<file path="config.mk">
export PLATFORM = sky130hd
export DESIGN_NAME = line_coder_8b10b
export DESIGN_NICKNAME = d
export VERILOG_FILES = /design/src/rtl/line_coder_pkg.sv /design/src/rtl/lc_ctrl_check.sv /design/src/rtl/lc_sub6.sv /design/src/rtl/lc_sub4.sv /design/src/rtl/line_coder_8b10b.sv
export SDC_FILE = /design/constraint.sdc
export NUM_CORES = 1
export LEC_CHECK = 0
export ABC_AREA = 1
export BUFFER_PORTS_ARGS = -buffer_cell sky130_fd_sc_hd__buf_4
export CELL_PAD_IN_SITES_DETAIL_PLACEMENT = 0
export CELL_PAD_IN_SITES_GLOBAL_PLACEMENT = 1
export CORE_MARGIN = 10
export CORE_UTILIZATION = 25
export CTS_CLUSTER_DIAMETER = 60
export CTS_CLUSTER_SIZE = 16
export DETAILED_ROUTE_END_ITERATION = 8
export HOLD_SLACK_MARGIN = 0.06
export PLACE_DENSITY_LB_ADDON = 0.1
export SLEW_MARGIN = 20
export SYNTH_ARGS = -nofsm -noshare
export SYNTH_HDL_FRONTEND = slang
export SYNTH_SLANG_ARGS = --single-unit
export TNS_END_PERCENT = 5
</file>
<file path="constraint.sdc">
create_clock -name clk_i -period 6.1 [get_ports clk_i]
set_clock_uncertainty 0.05 [all_clocks]
set_input_delay 1.22 -clock clk_i [delete_from_list [all_inputs] [get_ports clk_i]]
set_output_delay 1.22 -clock clk_i [all_outputs]
set_load 0.02 [all_outputs]
</file>
<file path="src/rtl/line_coder_pkg.sv">
package line_coder_pkg;
  localparam int unsigned BYTE_W = 8;
  localparam int unsigned SYM_W  = 10;
  localparam int unsigned LO_W   = 5;
  localparam int unsigned HI_W   = BYTE_W - LO_W;
  localparam int unsigned SIX_W  = LO_W + 1;
  localparam int unsigned FOUR_W = HI_W + 1;

  localparam logic [BYTE_W-1:0] COMMA_BYTE = 8'hBC;  // K28.5
  localparam logic [SYM_W-1:0]  COMMA_NEG  = 10'b0011111010;

  typedef enum logic [1:0] {
    SRC_CODE,
    SRC_VIOL,
    SRC_RAW
  } src_e;
endpackage

</file>
<file path="src/rtl/lc_ctrl_check.sv">
module lc_ctrl_check
  import line_coder_pkg::*;
(
  input  logic [LO_W-1:0] lo_i,
  input  logic [HI_W-1:0] hi_i,
  output logic            valid_o
);
  always_comb begin
    valid_o = 1'b0;
    if (lo_i == 5'd28) valid_o = 1'b1;
    else if (hi_i == 3'd7 &&
             (lo_i == 5'd23 || lo_i == 5'd27 || lo_i == 5'd29 || lo_i == 5'd30))
      valid_o = 1'b1;
  end
endmodule

</file>
<file path="src/rtl/lc_sub6.sv">
module lc_sub6
  import line_coder_pkg::*;
(
  input  logic [LO_W-1:0]  lo_i,
  input  logic             k28_i,
  input  logic             rd_i,   // 1 = positive
  output logic [SIX_W-1:0] code_o, // [5] = a ... [0] = i
  output logic             rd_o
);
  logic [SIX_W-1:0] base;
  logic             unbal, alt;

  // negative-disparity column
  always_comb begin
    base = '0;
    case (lo_i)
      5'd0:  base = 6'b100111;
      5'd1:  base = 6'b011101;
      5'd2:  base = 6'b101101;
      5'd3:  base = 6'b110001;
      5'd4:  base = 6'b110101;
      5'd5:  base = 6'b101001;
      5'd6:  base = 6'b011001;
      5'd7:  base = 6'b111000;
      5'd8:  base = 6'b111001;
      5'd9:  base = 6'b100101;
      5'd10: base = 6'b010101;
      5'd11: base = 6'b110100;
      5'd12: base = 6'b001101;
      5'd13: base = 6'b101100;
      5'd14: base = 6'b011100;
      5'd15: base = 6'b010111;
      5'd16: base = 6'b011011;
      5'd17: base = 6'b100011;
      5'd18: base = 6'b010011;
      5'd19: base = 6'b110010;
      5'd20: base = 6'b001011;
      5'd21: base = 6'b101010;
      5'd22: base = 6'b011010;
      5'd23: base = 6'b111010;
      5'd24: base = 6'b110011;
      5'd25: base = 6'b100110;
      5'd26: base = 6'b010110;
      5'd27: base = 6'b110110;
      5'd28: base = 6'b001110;
      5'd29: base = 6'b101110;
      5'd30: base = 6'b011110;
      5'd31: base = 6'b101011;
      default: base = '0;
    endcase
    if (k28_i) base = 6'b001111;
  end

  assign unbal  = ($countones(base) != 3);
  assign alt    = unbal || (lo_i == 5'd7);
  assign code_o = (rd_i && alt) ? ~base : base;
  assign rd_o   = rd_i ^ unbal;
endmodule

</file>
<file path="src/rtl/lc_sub4.sv">
module lc_sub4
  import line_coder_pkg::*;
(
  input  logic [HI_W-1:0]   hi_i,
  input  logic [LO_W-1:0]   lo_i,
  input  logic              k_i,
  input  logic              rd_i,   // disparity after the six-bit block
  output logic [FOUR_W-1:0] code_o, // [3] = f ... [0] = j
  output logic              rd_o
);
  logic [FOUR_W-1:0] base;
  logic              use_alt7, unbal, flip;

  assign use_alt7 = k_i ||
                    (!rd_i && (lo_i == 5'd17 || lo_i == 5'd18 || lo_i == 5'd20)) ||
                    ( rd_i && (lo_i == 5'd11 || lo_i == 5'd13 || lo_i == 5'd14));

  always_comb begin
    base = '0;
    if (k_i) begin
      case (hi_i)
        3'd0: base = 4'b1011;
        3'd1: base = 4'b0110;
        3'd2: base = 4'b1010;
        3'd3: base = 4'b1100;
        3'd4: base = 4'b1101;
        3'd5: base = 4'b0101;
        3'd6: base = 4'b1001;
        default: base = 4'b0111;
      endcase
    end else begin
      case (hi_i)
        3'd0: base = 4'b1011;
        3'd1: base = 4'b1001;
        3'd2: base = 4'b0101;
        3'd3: base = 4'b1100;
        3'd4: base = 4'b1101;
        3'd5: base = 4'b1010;
        3'd6: base = 4'b0110;
        default: base = use_alt7 ? 4'b0111 : 4'b1110;
      endcase
    end
  end

  assign unbal  = ($countones(base) != 2);
  assign flip   = rd_i && (unbal || k_i || hi_i == 3'd3);
  assign code_o = flip ? ~base : base;
  assign rd_o   = rd_i ^ unbal;
endmodule

</file>
<file path="src/rtl/line_coder_8b10b.sv">
module line_coder_8b10b
  import line_coder_pkg::*;
#(
  parameter logic [SYM_W-1:0] VIOL_NEG = 10'b1111100000,
  parameter bit               RD_RESET = 1'b0
) (
  input  logic              clk_i,
  input  logic              rst_ni,
  input  logic [BYTE_W-1:0] data_i,
  input  logic              ctrl_i,
  input  logic              idle_i,
  input  logic              viol_i,
  input  logic              bypass_i,
  input  logic [SYM_W-1:0]  raw_i,
  output logic [SYM_W-1:0]  code_o
);
  localparam logic [SYM_W-1:0] VIOL_POS  = ~VIOL_NEG;
  localparam logic [SYM_W-1:0] COMMA_POS = ~COMMA_NEG;

  logic [BYTE_W-1:0] byte_eff;
  logic              ctrl_eff, k_valid, k28;
  logic [SIX_W-1:0]  code6;
  logic [FOUR_W-1:0] code4;
  logic              rd_q, rd_mid, rd_enc;
  logic [SYM_W-1:0]  enc_word, code_d, code_q;
  src_e              src;

  assign byte_eff = idle_i ? COMMA_BYTE : data_i;
  assign ctrl_eff = idle_i | ctrl_i;
  assign k28      = ctrl_eff && (byte_eff[LO_W-1:0] == 5'd28);

  lc_ctrl_check u_kchk (
    .lo_i   (byte_eff[LO_W-1:0]),
    .hi_i   (byte_eff[BYTE_W-1:LO_W]),
    .valid_o(k_valid)
  );

  lc_sub6 u_sub6 (
    .lo_i  (byte_eff[LO_W-1:0]),
    .k28_i (k28),
    .rd_i  (rd_q),
    .code_o(code6),
    .rd_o  (rd_mid)
  );

  lc_sub4 u_sub4 (
    .hi_i  (byte_eff[BYTE_W-1:LO_W]),
    .lo_i  (byte_eff[LO_W-1:0]),
    .k_i   (ctrl_eff),
    .rd_i  (rd_mid),
    .code_o(code4),
    .rd_o  (rd_enc)
  );

  assign enc_word = {code6, code4};

  always_comb begin
    if (bypass_i)                 src = SRC_RAW;
    else if (viol_i)              src = SRC_VIOL;
    else if (ctrl_eff && !k_valid) src = SRC_VIOL;
    else                          src = SRC_CODE;
  end

  always_comb begin
    case (src)
      SRC_RAW:  code_d = raw_i;
      SRC_VIOL: code_d = rd_q ? VIOL_POS : VIOL_NEG;
      default:  code_d = enc_word;
    endcase
  end

  always_ff @(posedge clk_i or negedge rst_ni) begin
    if (!rst_ni) begin
      code_q <= '0;
      rd_q   <= RD_RESET;
    end else begin
      code_q <= code_d;
      if (src == SRC_CODE) rd_q <= rd_enc;
    end
  end

  assign code_o = code_q;

  AST_RD_BOUND: assert property (@(posedge clk_i) disable iff (!rst_ni)
    (src == SRC_CODE) |-> (rd_q ? ($countones(enc_word) >= 4 && $countones(enc_word) <= 5)
                                : ($countones(enc_word) >= 5 && $countones(enc_word) <= 6)));
  AST_RD_FLIP: assert property (@(posedge clk_i) disable iff (!rst_ni)
    (src == SRC_CODE) |=> ((rd_q != $past(rd_q)) == ($past($countones(enc_word)) != 5)));
  AST_RD_HOLD_RAW: assert property (@(posedge clk_i) disable iff (!rst_ni)
    bypass_i |=> $stable(rd_q));
  AST_BYPASS_RAW: assert property (@(posedge clk_i) disable iff (!rst_ni)
    bypass_i |=> (code_o == $past(raw_i)));
  AST_RD_HOLD_VIOL: assert property (@(posedge clk_i) disable iff (!rst_ni)
    (viol_i && !bypass_i) |=> $stable(rd_q));
  AST_VIOL_CODE: assert property (@(posedge clk_i) disable iff (!rst_ni)
    (viol_i && !bypass_i) |=> (code_o == VIOL_NEG || code_o == VIOL_POS));
  AST_IDLE_COMMA: assert property (@(posedge clk_i) disable iff (!rst_ni)
    (idle_i && !viol_i && !bypass_i) |=> (code_o == COMMA_NEG || code_o == COMMA_POS));
  AST_BAD_CTRL: assert property (@(posedge clk_i) disable iff (!rst_ni)
    (ctrl_i && !idle_i && !viol_i && !bypass_i && !k_valid)
      |=> (code_o == VIOL_NEG || code_o == VIOL_POS));
endmodule

</file>
* Word-level counts from Yosys, hierarchy flattened *
Memory sizes are Yosys's and may differ from the RTL's.
Index checks and enable logic that the tools add are counted.

cells by class
  add/subtract/negate cells = 8
  eq/ne operators = 23
  muxes and demuxes = 15
  bitwise logic cells = 5
  reductions and logical operators = 23

operators by type and width
  cell                                                  number
  adder 32 bit                                          3
  != test 32 x 3 -> 1 bit (second input constant)       2
  one-hot mux 4 bit (7 select lines)                    2
  equality test 5 bit (second input constant)           8
  one-hot mux 10 bit (2 select lines)                   1
  equality test 5 x 4 -> 1 bit (second input constant)  3
  equality test 3 bit (second input constant)           4
  logical OR 1 bit                                      12
  2-to-1 mux 4 bit                                      3
  2-to-1 mux 6 bit                                      2
  adder 1 x 1 -> 2 bit                                  5
  2-to-1 mux 10 bit                                     1
  2-to-1 mux 8 bit                                      1
  logical AND 1 bit                                     7
  equality test 3 x 2 -> 1 bit (second input constant)  2
  NOT 6 bit                                             1
  equality test 5 x 3 -> 1 bit (second input constant)  1
  2-to-1 mux 1 bit                                      4
  NOT 4 bit                                             1
  equality test 3 x 1 -> 1 bit (second input constant)  1
  zero test 3 bit                                       1
  equality test 2 x 1 -> 1 bit (second input constant)  1
  equality test 2 bit (second input constant)           1
  zero test 1 bit                                       2
  other kinds (4)                                       5

storage, ports and cells
  register bits = 11
  ROM bits = 192
  input port bits = 24
  output and inout bits = 10
  logic and storage cells = 77
  memories = 1

memories
  memory           words  width  read ports  clocked after memory_dff  write ports  RTL line       text
  (no name shown)  32     6      1           0                         0            lc_sub6.sv:16  case (lo_i)

* Longest topological paths before layout *
  word-level depth = 24
  gate-level depth with buffers = 35
  gate-level depth less buffers = 35

* Modules after synthesis *
Synthesis repeated with hierarchy kept, for this count alone.

unflattened totals
  cell total of the unflattened synthesis = 258
  area, all modules = 1635.3 µm²

modules (own cells, without submodules)
  module            times used  cells an instance  area each (µm²)  sequential area each (µm²)
  lc_sub6           1           113                648.1            0.0
  line_coder_8b10b  1           73                 610.6            275.3
  lc_sub4           1           58                 317.8            0.0
  lc_ctrl_check     1           14                 58.8             0.0

* Worst setup path before layout *
No wires, ideal clock.

  path kind = input-to-reg
  start = in idle_i
  end = reg code_q[3] (netlist: code_o[3])
  library setup time = 118 ps
  data arrival time = 5375 ps
  required time = 5932 ps
  setup slack = 557 ps
  cell stages on the path = 31
  buffers on the path = 1
  path through = buf_6 -> nor2_1 -> inv_1 -> ha_1 -> nor2_1 -> nor3_1 -> o21ai_0 -> o21ai_0 -> ha_1 -> fa_1 -> ha_1 -> nand2_1 -> inv_1 -> nand2_1 -> nand2_1 -> nand2_1 -> nand3_1 -> nand3_1 -> nand2_1 -> nand2_1 -> nand2_1 -> inv_1 -> ha_1 -> nand2_1 -> inv_1 -> o21ai_0 -> nor3_1 -> nor2_1 -> o211ai_1 -> nand3_1 -> nand2_1

on the way
  cells in the longest elaborated chain, start to end = 24
  elaborated cells between the ends (all ways) = 67
  those cells by class = 8 x add/sub; 22 x eq/ne; 13 x mux; 3 x bitwise; 20 x reduce/logical; 1 x memory

ends and longest elaborated chain
  item                                                   RTL line                text
  from (decl)                                            line_coder_8b10b.sv:11  input logic idle_i,
  branches (longest 23 deep; another with adder 32 bit)  --
  one-hot mux 10 bit (2 select lines) (*)                line_coder_8b10b.sv:65  case (src)
  named net code_d[3]                                    line_coder_8b10b.sv:25  logic [SYM_W-1:0] enc_word, code_d, code_q;
  to (signal assigned)                                   line_coder_8b10b.sv:77  code_q <= code_d;
  to (decl)                                              line_coder_8b10b.sv:25

Mark *: on every way through the listed nets, which the timed path passes.
A chain may end at the register's enable or synchronous reset.

* Worst setup path after layout *
  start = in idle_i
  end = reg code_q[2] (netlist: code_o[2])

The elaborated chain is that of the path after synthesis.

==> impl_metrics.toml <==
[status]
outcome = "finished, final reports clean"

[synthesis]
synth_area_sq_um = 1560
syn_area_per_cell_sq_um = 6.47
ys_seq_area_share_pct = 17.7
yosys.area_share.xor_xnor_pct = 2.81
synthMuxAreaShare_pct = 0
yosys.area_share.simple_pct = 41.7
synth_top_area_share_pct = 17.7
synth-compound-area-share_pct = 10.5
ys_seq_elements = 11
ys_types = 26
synth_area_leaders = "dfrtp_1 18%, nand2_1 17%, ha_1 14%"
synth_nets = 285
synth_top_cell_by_area = "dfrtp_1"
synth_cells = 241
synthAdderAreaFrac_pct = 17.0
synth_top_family_by_area = "simple AND/OR/NAND/NOR gates"
yosysWarningCount = 0

[setup_path]
required_ns = 6.21
crit_type = "primary input to flip-flop"
cp_slowest_stage_delay_ns = 0.47
cp_common_cell = "nand2_1"
timing.rr.start = "rd_q"
cp-startpoint = "idle_i"
critPathSlowestCell = "fa_1"
critPathCaptureType = "flip-flop"
start_kind = "primary input"
arrival_ns = 5.65
cp_max_fo = 10

[grt]
grt_antenna_before_repair = 0
grt_max_degree = 13
grt_pass1_vias = 1675
grt_pass1_wl_mm = 7.53
grtUsageTotal_pct = 8.66
grt_overflow_total = 0

[power_and_ir_drop]
power_leakage_nw = 1.03
p_int_mw = 0.248
power.density_nw_per_um2 = 234
p_seq_share_pct = 22.4
power_frac_clock_pct = 15.3
vdd_drop_max_mv = 0.133
pwr-share-comb_pct = 62.4
switching_share_pct = 45.5
power_switching_mw = 0.207

[sta]
maxSlewViolCount = 0
fin_crit_ns = 5.53
max_freq_mhz = 181
rsz0062_at_grt = "false"
fin_ws_ns = 0.567
timing.setup.tns_ns = 0
finalHoldViolCount = 0
slew_headroom_pct = 80.7
tightest_slew_ns = 0.289
fin_crit_sh_pct = 90.7
setup_viol = 0

[cts]
htreeDepth = 1
clock_latency_ns = 0.23
root_buffer = "clkbuf_8"
numClockSinks = 11
cts.repair.resized = 0
numCtsBuffers = 3
postCtsSetupRepairBufs = 0
hold_buffers = 0
cts_tree = "done"
clk_path_buf_depth = 2
path_clk_slew_ns = 0.05

[final_layout]
diodes = 0
mostFrequentLayoutCell = "nand2_1"
final_cell_mix = "69 x nand2_1, 36 x buf_4, 34 x nand3_1"
drive_gt1_share_pct = 21.6
multiInputGateArea_sq_um = 1130
nNetsFinal = 323
fin_util_pct = 32.6
fillCellCount = 686
seq_area_sq_um = 275
synthToLayoutAreaGrowth_pct = 25.1

[detailed_routing]
drt_first_pass_iters = 4
drc = 0
drt_iter0_drc = 34
drtAntennaViolNets = 0
wl_per_cell_um = 12.0
via_per_inst = 4.45
totalWireLength_mm = 4.24
via_count = 1570

[die]
row_count = 28
initial_core_util_pct = 26.0
die_w_um = 99.0
dieArea_sq_um = 9800
die_height_um = 99.0
core_sq_um = 5990
ios = 34

[placement]
io_buffers = 33
dp_hpwl_mm = 3.71
pre_cts_slack_ns = -0.0468
gp_congestion = 0.837

[job]
drv_cap = 0

[min_path]
hold_path.startpoint = "rd_q"
hold_path_class = "flip-flop to flip-flop"
## worst paths after layout
| check | end | slack, ns | depth (start not counted) |
|---|---|---|---|
| setup / recovery | code_o[2] | 0.57 | 30 |
| max in group asynchronous | code_o[0] | 5.10 | 1 |
| setup reg to reg | code_o[2] | 3.52 | 17 |
| min in group asynchronous | code_o[8] | 0.76 | 1 |
| hold / removal | rd_q | 0.66 | 2 |
| hold reg to reg | rd_q | 0.66 | 2 |
## cells by family after synthesis
| logic type | Yosys count |
|---|---|
| AND/OR/NAND/NOR | 139 |
| buffers and inverters | 39 |
| XOR/XNOR | 5 |
| flip-flops | 11 |
| adder cells (fa/ha/maj) | 20 |
| AO/OA/AOI/OAI | 27 |
## area by class of cell
cell class                 instances  share of cell area, %
clock buffer                       4                   2.31
timing repair buffer              36                   13.9
multi-input combinational        191                   58.0
tap                               75                   4.81
sequential                        11                   14.1
inverter                          36                   6.93
## cell usage after synthesis (all sizes together)
cell / number
dfrtp: 11
fa: 2
nor4: 1
nor3b: 1
a21oi: 4
a21o: 1
ha: 18
clkinv: 1
buf: 2
nand4: 3
nand3: 34
nor2: 23
inv: 35
o211ai: 5
o21ai: 15
xor2: 5
nand2: 74
nor3: 3
o22ai: 2
clkbuf: 1
## metal layers
metal  global-route usage (%)  part of all wire [%]  vias up
met5                        0                     0        -
met4                     2.21                  0.35        0
met3                     1.89                   6.1        2
met2                     14.1                    43       31
met1                     11.2                    50      687
li1                         -                     -      850
## per-stage QoR
stage          area [sq um]  hold slack (ns)  power, mW  instances
5_1_grt                1950            0.755      0.507        353
6_report               1950            0.655      0.456        353
4_1_cts                1940            0.665      0.460        353
3_3_place_gp           1900            0.658      0.392        349
2_1_floorplan          1560            0.578      0.301        241
3_5_place_dp           1900            0.654      0.388        349
## worst max-delay path, delay by kind of cell
family / cells / cell delay [ns]
compound gates: 4 / 0.64
xor+xnor: 1 / 0.18
fa+ha+maj: 5 / 1.55
buf+inv: 5 / 0.48
simple gates: 15 / 1.57
## power by group through the flow
stage	clock, mW	combinational, mW	sequential [mW]
finish	0.0695	0.284	0.102
global placement	0	0.289	0.103
detailed placement	0	0.284	0.103
global route	0.0764	0.325	0.105
CTS	0.0722	0.286	0.102
floorplan	0	0.175	0.126
## state kept, by name (all words and copies together) (netlist names)
name    count
rd_q        1
code_o     10
Power figures use the tool's default switching activity.
